File: src/rtl/ilv_intc_pkg.sv
package ilv_intc_pkg;

  // Register addresses on the bus
  typedef enum logic [1:0] {
    REG_PEND  = 2'd0,
    REG_MASK  = 2'd1,
    REG_VEC   = 2'd2,
    REG_SPARE = 2'd3
  } reg_sel_e;

  localparam int VEC_SHIFT = 2;  // vector reads code * 4

endpackage

File: src/rtl/ilv_intc_merge.sv
module ilv_intc_merge #(
  parameter int NUM_PAIRS = 8,
  localparam int NUM_SRC  = 2 * NUM_PAIRS
) (
  input  logic                 clk,
  input  logic                 rst,
  input  logic [NUM_PAIRS-1:0] ext_req,
  input  logic [NUM_PAIRS-1:0] int_req,
  output logic [NUM_SRC-1:0]   pend_q
);

  logic [NUM_SRC-1:0] woven;

  // Even positions take the external pins, odd positions the internal levels
  for (genvar k = 0; k < NUM_PAIRS; k++) begin : g_weave
    assign woven[2*k]   = ext_req[k];
    assign woven[2*k+1] = int_req[k];
  end

  always_ff @(posedge clk) begin
    if (rst) pend_q <= '0;
    else     pend_q <= woven;
  end

  logic seen_q;
  always_ff @(posedge clk) begin
    if (rst) seen_q <= 1'b0;
    else     seen_q <= 1'b1;
  end

  AST_PEND_TRACKS: assert property (@(posedge clk) disable iff (rst)
    seen_q |-> ($countones(pend_q) == $past($countones(ext_req) + $countones(int_req))));

endmodule

File: src/rtl/ilv_intc_prio.sv
module ilv_intc_prio #(
  parameter int NUM_SRC = 16,
  localparam int CODE_W = $clog2(NUM_SRC + 1),
  localparam int IDX_W  = $clog2(NUM_SRC)
) (
  input  logic               clk,
  input  logic               rst,
  input  logic [NUM_SRC-1:0] active,
  output logic [CODE_W-1:0]  code
);

  localparam logic [CODE_W-1:0] NONE = CODE_W'(NUM_SRC);

  // Lowest set bit wins; scanning downward leaves the lowest one last
  always_comb begin
    code = NONE;
    for (int i = NUM_SRC - 1; i >= 0; i--) begin
      if (active[i]) code = CODE_W'(i);
    end
  end

  logic [NUM_SRC-1:0] below;
  always_comb begin
    for (int i = 0; i < NUM_SRC; i++) below[i] = (CODE_W'(i) < code);
  end

  AST_CODE_HIT:   assert property (@(posedge clk) disable iff (rst)
    (code != NONE) |-> active[code[IDX_W-1:0]]);
  AST_CODE_FIRST: assert property (@(posedge clk) disable iff (rst)
    (active & below) == '0);
  AST_CODE_NONE:  assert property (@(posedge clk) disable iff (rst)
    (code == NONE) |-> (active == '0));

endmodule

File: src/rtl/ilv_intc_regs.sv
module ilv_intc_regs
  import ilv_intc_pkg::*;
#(
  parameter int DATA_W  = 32,
  parameter int NUM_SRC = 16,
  localparam int CODE_W = $clog2(NUM_SRC + 1)
) (
  input  logic               clk,
  input  logic               rst,
  input  logic [1:0]         addr,
  input  logic               wr,
  input  logic [DATA_W-1:0]  wdata,
  input  logic [NUM_SRC-1:0] pend,
  input  logic [CODE_W-1:0]  code,
  output logic [NUM_SRC-1:0] mask_q,
  output logic [DATA_W-1:0]  rdata_q
);

  reg_sel_e sel;
  assign sel = reg_sel_e'(addr);

  always_ff @(posedge clk) begin
    if (rst)                          mask_q <= '0;
    else if (wr && sel == REG_MASK)   mask_q <= wdata[NUM_SRC-1:0];
  end

  logic [DATA_W-1:0] rd_next;
  always_comb begin
    unique case (sel)
      REG_PEND: rd_next = DATA_W'(pend);
      REG_MASK: rd_next = DATA_W'(mask_q);
      REG_VEC:  rd_next = DATA_W'(code) << VEC_SHIFT;
      default:  rd_next = '0;
    endcase
  end

  always_ff @(posedge clk) begin
    if (rst) rdata_q <= '0;
    else     rdata_q <= rd_next;
  end

  AST_MASK_HOLD: assert property (@(posedge clk) disable iff (rst)
    (wr && sel != REG_MASK) |=> $stable(mask_q));
  AST_RD_TOP_ZERO: assert property (@(posedge clk) disable iff (rst)
    (sel == REG_SPARE) |=> (rdata_q == '0));

endmodule

File: src/rtl/ilv_intc.sv
module ilv_intc #(
  parameter int NUM_PAIRS = 8,
  parameter int DATA_W    = 32,
  localparam int NUM_SRC  = 2 * NUM_PAIRS,
  localparam int CODE_W   = $clog2(NUM_SRC + 1)
) (
  input  logic                 clk,
  input  logic                 rst,
  input  logic [1:0]           bus_addr,
  input  logic                 bus_wr,
  input  logic [DATA_W-1:0]    bus_wdata,
  output logic [DATA_W-1:0]    bus_rdata,
  input  logic [NUM_PAIRS-1:0] ext_req,
  input  logic [NUM_PAIRS-1:0] int_req,
  output logic                 irq_o
);

  localparam logic [CODE_W-1:0] NONE = CODE_W'(NUM_SRC);

  logic [NUM_SRC-1:0] pend_q;
  logic [NUM_SRC-1:0] mask_q;
  logic [NUM_SRC-1:0] live;
  logic [CODE_W-1:0]  code;

  ilv_intc_merge #(.NUM_PAIRS(NUM_PAIRS)) u_merge (
    .clk     (clk),
    .rst     (rst),
    .ext_req (ext_req),
    .int_req (int_req),
    .pend_q  (pend_q)
  );

  assign live = pend_q & mask_q;

  ilv_intc_prio #(.NUM_SRC(NUM_SRC)) u_prio (
    .clk    (clk),
    .rst    (rst),
    .active (live),
    .code   (code)
  );

  ilv_intc_regs #(.DATA_W(DATA_W), .NUM_SRC(NUM_SRC)) u_regs (
    .clk     (clk),
    .rst     (rst),
    .addr    (bus_addr),
    .wr      (bus_wr),
    .wdata   (bus_wdata),
    .pend    (pend_q),
    .code    (code),
    .mask_q  (mask_q),
    .rdata_q (bus_rdata)
  );

  always_ff @(posedge clk) begin
    if (rst) irq_o <= 1'b0;
    else     irq_o <= |live;
  end

  AST_IRQ_IDLE: assert property (@(posedge clk) disable iff (rst)
    (code == NONE) |=> !irq_o);
  AST_IRQ_FIRE: assert property (@(posedge clk) disable iff (rst)
    (code != NONE) |=> irq_o);

endmodule

File: config.mk
export PLATFORM = sky130hd
export DESIGN_NAME = ilv_intc
export DESIGN_NICKNAME = d
export VERILOG_FILES = /design/src/rtl/ilv_intc_pkg.sv /design/src/rtl/ilv_intc_merge.sv /design/src/rtl/ilv_intc_prio.sv /design/src/rtl/ilv_intc_regs.sv /design/src/rtl/ilv_intc.sv
export SDC_FILE = /design/constraint.sdc
export NUM_CORES = 1
export LEC_CHECK = 0
export ABC_AREA = 1
export CAP_MARGIN = 10
export CORE_MARGIN = 10
export CORE_UTILIZATION = 45
export DETAILED_ROUTE_END_ITERATION = 12
export HOLD_SLACK_MARGIN = 0.05
export PLACE_DENSITY = 0.85
export SLEW_MARGIN = 20
export SYNTH_ARGS = -nofsm -noshare
export SYNTH_HDL_FRONTEND = slang
export SYNTH_SLANG_ARGS = --single-unit
File: constraint.sdc
create_clock -name clk -period 2.86 [get_ports clk]
set_input_delay 0.286 -clock clk [delete_from_list [all_inputs] [get_ports clk]]
set_output_delay 0.286 -clock clk [all_outputs]
set_load 0.1 [all_outputs]
# Yosys cells after proc, flatten, opt, wreduce, memory -nomap -nowiden

Index checks and enable logic that the tools add are counted.

Flip-flop bits (word level): 65
Logic and storage cells: 27
Input bits: 53
Output and inout port bits: 33

Muxes and demuxes: 17
Reductions and logical operators: 3
Bitwise logic cells: 1
Eq/ne operators: 2

Operator list:

| cell               | number |
|---|---|
| $mux 5             | 16 |
| $pmux 16 s3        | 1 |
| $and 16x16->16     | 1 |
| $reduce_or 16->1   | 1 |
| $eq 2x1->1 const B | 1 |
| $eq 2x2->1 const B | 1 |
| $logic_not 2->1    | 1 |
| $logic_and 1x1->1  | 1 |

# Depth between registers and ports, before layout

Depth in word-level cells: 18
Depth in mapped cells: 18
Mapped depth without buffers: 18

# By module

Synthesis repeated with hierarchy kept, for this count alone.

Cell total of the unflattened synthesis: 354
Area, all modules: 2431.1 um^2

By module, submodules not included:

| module         | times used | area an instance (um^2) | sequential area each (um^2) | cells an instance |
|---|---|---|---|---|
| ilv_intc_regs  | 1          | 1555.2                  | 640.6                       | 208 |
| ilv_intc_merge | 1          | 474.2                   | 320.3                       | 50 |
| ilv_intc_prio  | 1          | 201.4                   | 0.0                         | 47 |
| ilv_intc       | 1          | 200.2                   | 20.0                        | 49 |

# Least setup slack after synthesis

OpenSTA, ideal clock, no wires.

Kind: register to register
From: register u_regs.mask_q[15]
To: register u_regs.rdata_q[2]
Stages on the path, launching flop included: 19
Data arrival time: 1111 ps
Slack: 1618 ps
Cell sequence: dfxtp_1 nand2_2 clkinv_1 nand2_1 nand2_1 nand2_1 nand2_1 nand2_1 nand2_1 nand2_1 nand2_1 nand2_1 nand2_1 nand2_1 nand2_1 nand2_1 nand2_1 nand2_1 a21oi_2

Longest elaborated chain between the ends: 18

RTL lines:

| element                | line                | RTL |
|---|---|---|
| start, declared        | ilv_intc_regs.sv:15 | `output logic [NUM_SRC-1:0] mask_q,` |
| start signal, assigned | ilv_intc_regs.sv:24 | `else if (wr && sel == REG_MASK) mask_q <= wdata[NUM_SRC-1:0];` |
| $and 16x16->16         | ilv_intc.sv:33      | `assign live = pend_q & mask_q;` |
| $mux 5 (16 in series)  | ilv_intc_prio.sv:18 | `if (active[i]) code = CODE_W'(i);` |
| $pmux 16 s3            | ilv_intc_regs.sv:29 | `unique case (sel)` |
| end signal, assigned   | ilv_intc_regs.sv:39 | `else rdata_q <= rd_next;` |
| end, declared          | ilv_intc_regs.sv:16 | `output logic [DATA_W-1:0] rdata_q` |

Every way passes these cells.
A chain may end at the register's enable or synchronous reset.

# Final worst setup path

From: input bus_addr[0]
To: register u_regs.mask_q[2]

Longest elaborated chain between the ends: 2

RTL lines:

| element           | line                | RTL |
|---|---|---|
| start, declared   | ilv_intc.sv:9       | `input logic [1:0] bus_addr,` |
| $eq 2x1->1        | ilv_intc_regs.sv:24 |  |
| $logic_and 1x1->1 | ilv_intc_regs.sv:24 |  |

Every way passes these cells.

==> results.cfg <==
[sta]
worst_clock_skew_ns = 0.004238
fin_setup_tns_ns = 0
slew_headroom_pct = 57.53
report.final.slew_viol_count = 0
finalCriticalPeriod_ns = 1.841
finalCritPeriodShare_pct = 64.35
fmax_mhz = 543.3
grt_setup_unrepaired = no
finalSetupViolCount = 0
hold_viol = 0
worst_slew_pin_slew_ns = 0.6355

[final_layout]
final_nets = 373
num_antenna_cells = 0
fin_util_pct = 59.14
area_delta_synth_final_pct = 28.07
fin_cells = 372
drive_above_1_share_pct = 10.94
fillers = 421

[clock_tree]
cts_setup_buffers = 0
cts_buffers = 5
clk_latency_ns = 0.30
h-tree-depth = 2
hold_buffers = 0
cts.reportedPaths.clkPinSlew_ns = 0.08
clockRootBuffer = clkbuf_8
clock_path_buffers = 2
clock_sinks = 49
cts_tree = done
cts-resized-gates = 0

[logic_synthesis]
seq_area_frac_synth_pct = 49.12
yosys_register_bits = 49
synth_cells = 269
syn-cell-area_um2 = 1997
ys_types = 23
syn_avg_cell_area_um2 = 7.423
yosysWarnings = 0

[worst_setup_path]
cp-start-kind = input pin
critPathSlowestCell = nand2_1
critical_path.max_fanout = 18
crit_path_max_incr_delay_ns = 0.52
cp.arrival_ns = 2.00
crit_chain = clkdlybuf4s50_1 -> inv_1 -> nor2_2 -> nand2_1 -> nor2_1 -> a211oi_1
worstPathRequired_ns = 3.02
crit_type = in2reg
cp-end-kind = flip-flop

[floorplan]
core_um2 = 4324
io_pins = 86
rows = 24
initial_utilization_pct = 46.18
fp.dieH_um = 86.62
die_w_um = 86.62
die-area_um2 = 7502

[outcome]
status = finished, final reports clean

[power_and_ir_drop]
peakVddDrop_v = 0.0002434
powerDensity_nw_per_um2 = 554.1
p_total_uw = 1417
power.clock.fraction_pct = 28.3
p_sw_uw = 437.0
cellLeakagePower_uw = 0.001167
p_seq_share_pct = 51.2
switching_share_pct = 30.84
p_comb_share_pct = 20.6
internal-power_uw = 980.2

[drt]
routed-via-count = 1725
wl_per_cell_um = 12.52
avgViaCountPerCell = 4.637
wl_met1_mm = 1.855
routed.top_layer = met4
ant_nets = 0
first_pass_iters = 4
drc = 0
wl_met2_mm = 2.435
wl_mm = 4.656
routed-wl-met3_um = 301
drt-initial-drc-count = 136

[placement]
gp_routability_congestion = 0.9264
hpwl_mm = 3.488
dp.cells = 365
port_buffers = 53

[global_routing]
grt_pass1_wl_mm = 7.424
grt_max_degree = 50
antenna_found_initial = 0
grt_pass1_vias = 1657
grt_usage_pct = 12.22
grt.overflow.total = 0

[job]
cap_viol_max_count = 0

[worst_hold_path]
hold_class = reg2reg
critical path, delay by kind of cell:
family | cells | cell delay (ns)
buffers and inverters | 2 | 0.54
AOI/OAI and AO/OA | 1 | 0.06
and+or+nand+nor | 3 | 1.10
power by group through the flow:
| stage | Combinational [uW] | Clock, uW | Sequential, uW |
|---|---|---|---|
| floorplan | 173 | 0 | 794 |
| global placement | 288 | 0 | 740 |
| detailed placement | 291 | 0 | 741 |
| CTS | 292 | 405 | 726 |
| global route | 310 | 430 | 728 |
| finish | 291 | 400 | 725 |
worst paths after layout:
| check | start | endpoint | slack, ns | cells after the start |
|---|---|---|---|---|
| worst max register to register | u_regs.mask_q[14]$_SDFFE_PP0P_ | u_regs.rdata_q[2]$_SDFF_PP0_ | 1.47 | 17 |
| worst max-delay path | bus_addr[0] | u_regs.mask_q[2]$_SDFFE_PP0P_ | 1.02 | 6 |
| worst min register to register | u_merge.pend_q[10]$_SDFF_PP0_ | u_regs.rdata_q[10]$_SDFF_PP0_ | 0.47 | 2 |
| worst min-delay path | u_merge.pend_q[10]$_SDFF_PP0_ | u_regs.rdata_q[10]$_SDFF_PP0_ | 0.47 | 2 |
synthesized netlist by cell type:
cell type | number | area (um^2)
a31oi_1 | 1 | 6.260
nor3_1 | 1 | 5.000
inv_2 | 1 | 3.750
o21ai_1 | 2 | 10.01
buf_2 | 2 | 10.01
nand2_1 | 72 | 270.3
nand2_4 | 3 | 33.78
buf_1 | 1 | 3.750
a211oi_1 | 3 | 22.52
nand2_2 | 2 | 12.51
a21oi_1 | 28 | 140.1
nand4_1 | 2 | 12.51
nor2_1 | 30 | 112.6
dfxtp_1 | 49 | 980.9
inv_1 | 23 | 86.33
clkinv_1 | 1 | 3.750
conb_1 | 1 | 3.750
clkbuf_1 | 9 | 33.78
buf_4 | 16 | 120.1
nand3_1 | 16 | 80.08
o21ai_0 | 2 | 10.01
a221oi_1 | 3 | 26.28
a21oi_2 | 1 | 8.760
stage by stage:
| step | cell area (um^2) | setup slack (ns) | hold WS, ns |
|---|---|---|---|
| floorplan | 2053 | 1.618 | 0.3930 |
| global placement | 2471 | 0.7659 | 0.4546 |
| detailed placement | 2471 | 0.6998 | 0.4568 |
| CTS | 2557 | 1.014 | 0.4720 |
| global route | 2557 | 0.8027 | 0.4899 |
| finish | 2557 | 1.019 | 0.4726 |
layout make-up:
type | instances | area (um^2) | area share (%)
clock buffer | 7 | 86.33 | 3.376
timing repair buffer | 57 | 518.0 | 20.25
tap | 52 | 65.06 | 2.544
sequential | 49 | 980.9 | 38.36
multi-input combinational | 182 | 813.3 | 31.80
inverter | 25 | 93.84 | 3.669
layout by cell type (no fill, tap or decap), types with 3 or more instances in the layout:
cell	count
nand2_1	72
dfxtp_1	49
clkdlybuf4s50_1	36
nor2_1	29
a21oi_1	28
inv_1	23
buf_4	21
nand3_1	16
conb_1	16
clkbuf_8	6
a211oi_1	3
nand2_4	3
a221oi_1	3
sequential cells by signal, indices dropped and copies added (netlist names):
name and cells:
irq_o 1, u_merge.pend_q 16, u_regs.mask_q 16, u_regs.rdata_q 16
kinds of logic after synthesis:
kind of cell / share of synthesized area, %
AOI/OAI and AO/OA: 11.22
DFF: 49.12
buffers and inverters: 13.09
other: 0.1878
and+or+nand+nor: 26.38
routing by layer:
layer,GRT usage [%],vias to the layer above
met5,0,-
met4,5.302,0
met3,4.128,8
met2,21.14,37
met1,13.19,767
li1,-,913
(Power assumes the default switching activity.)
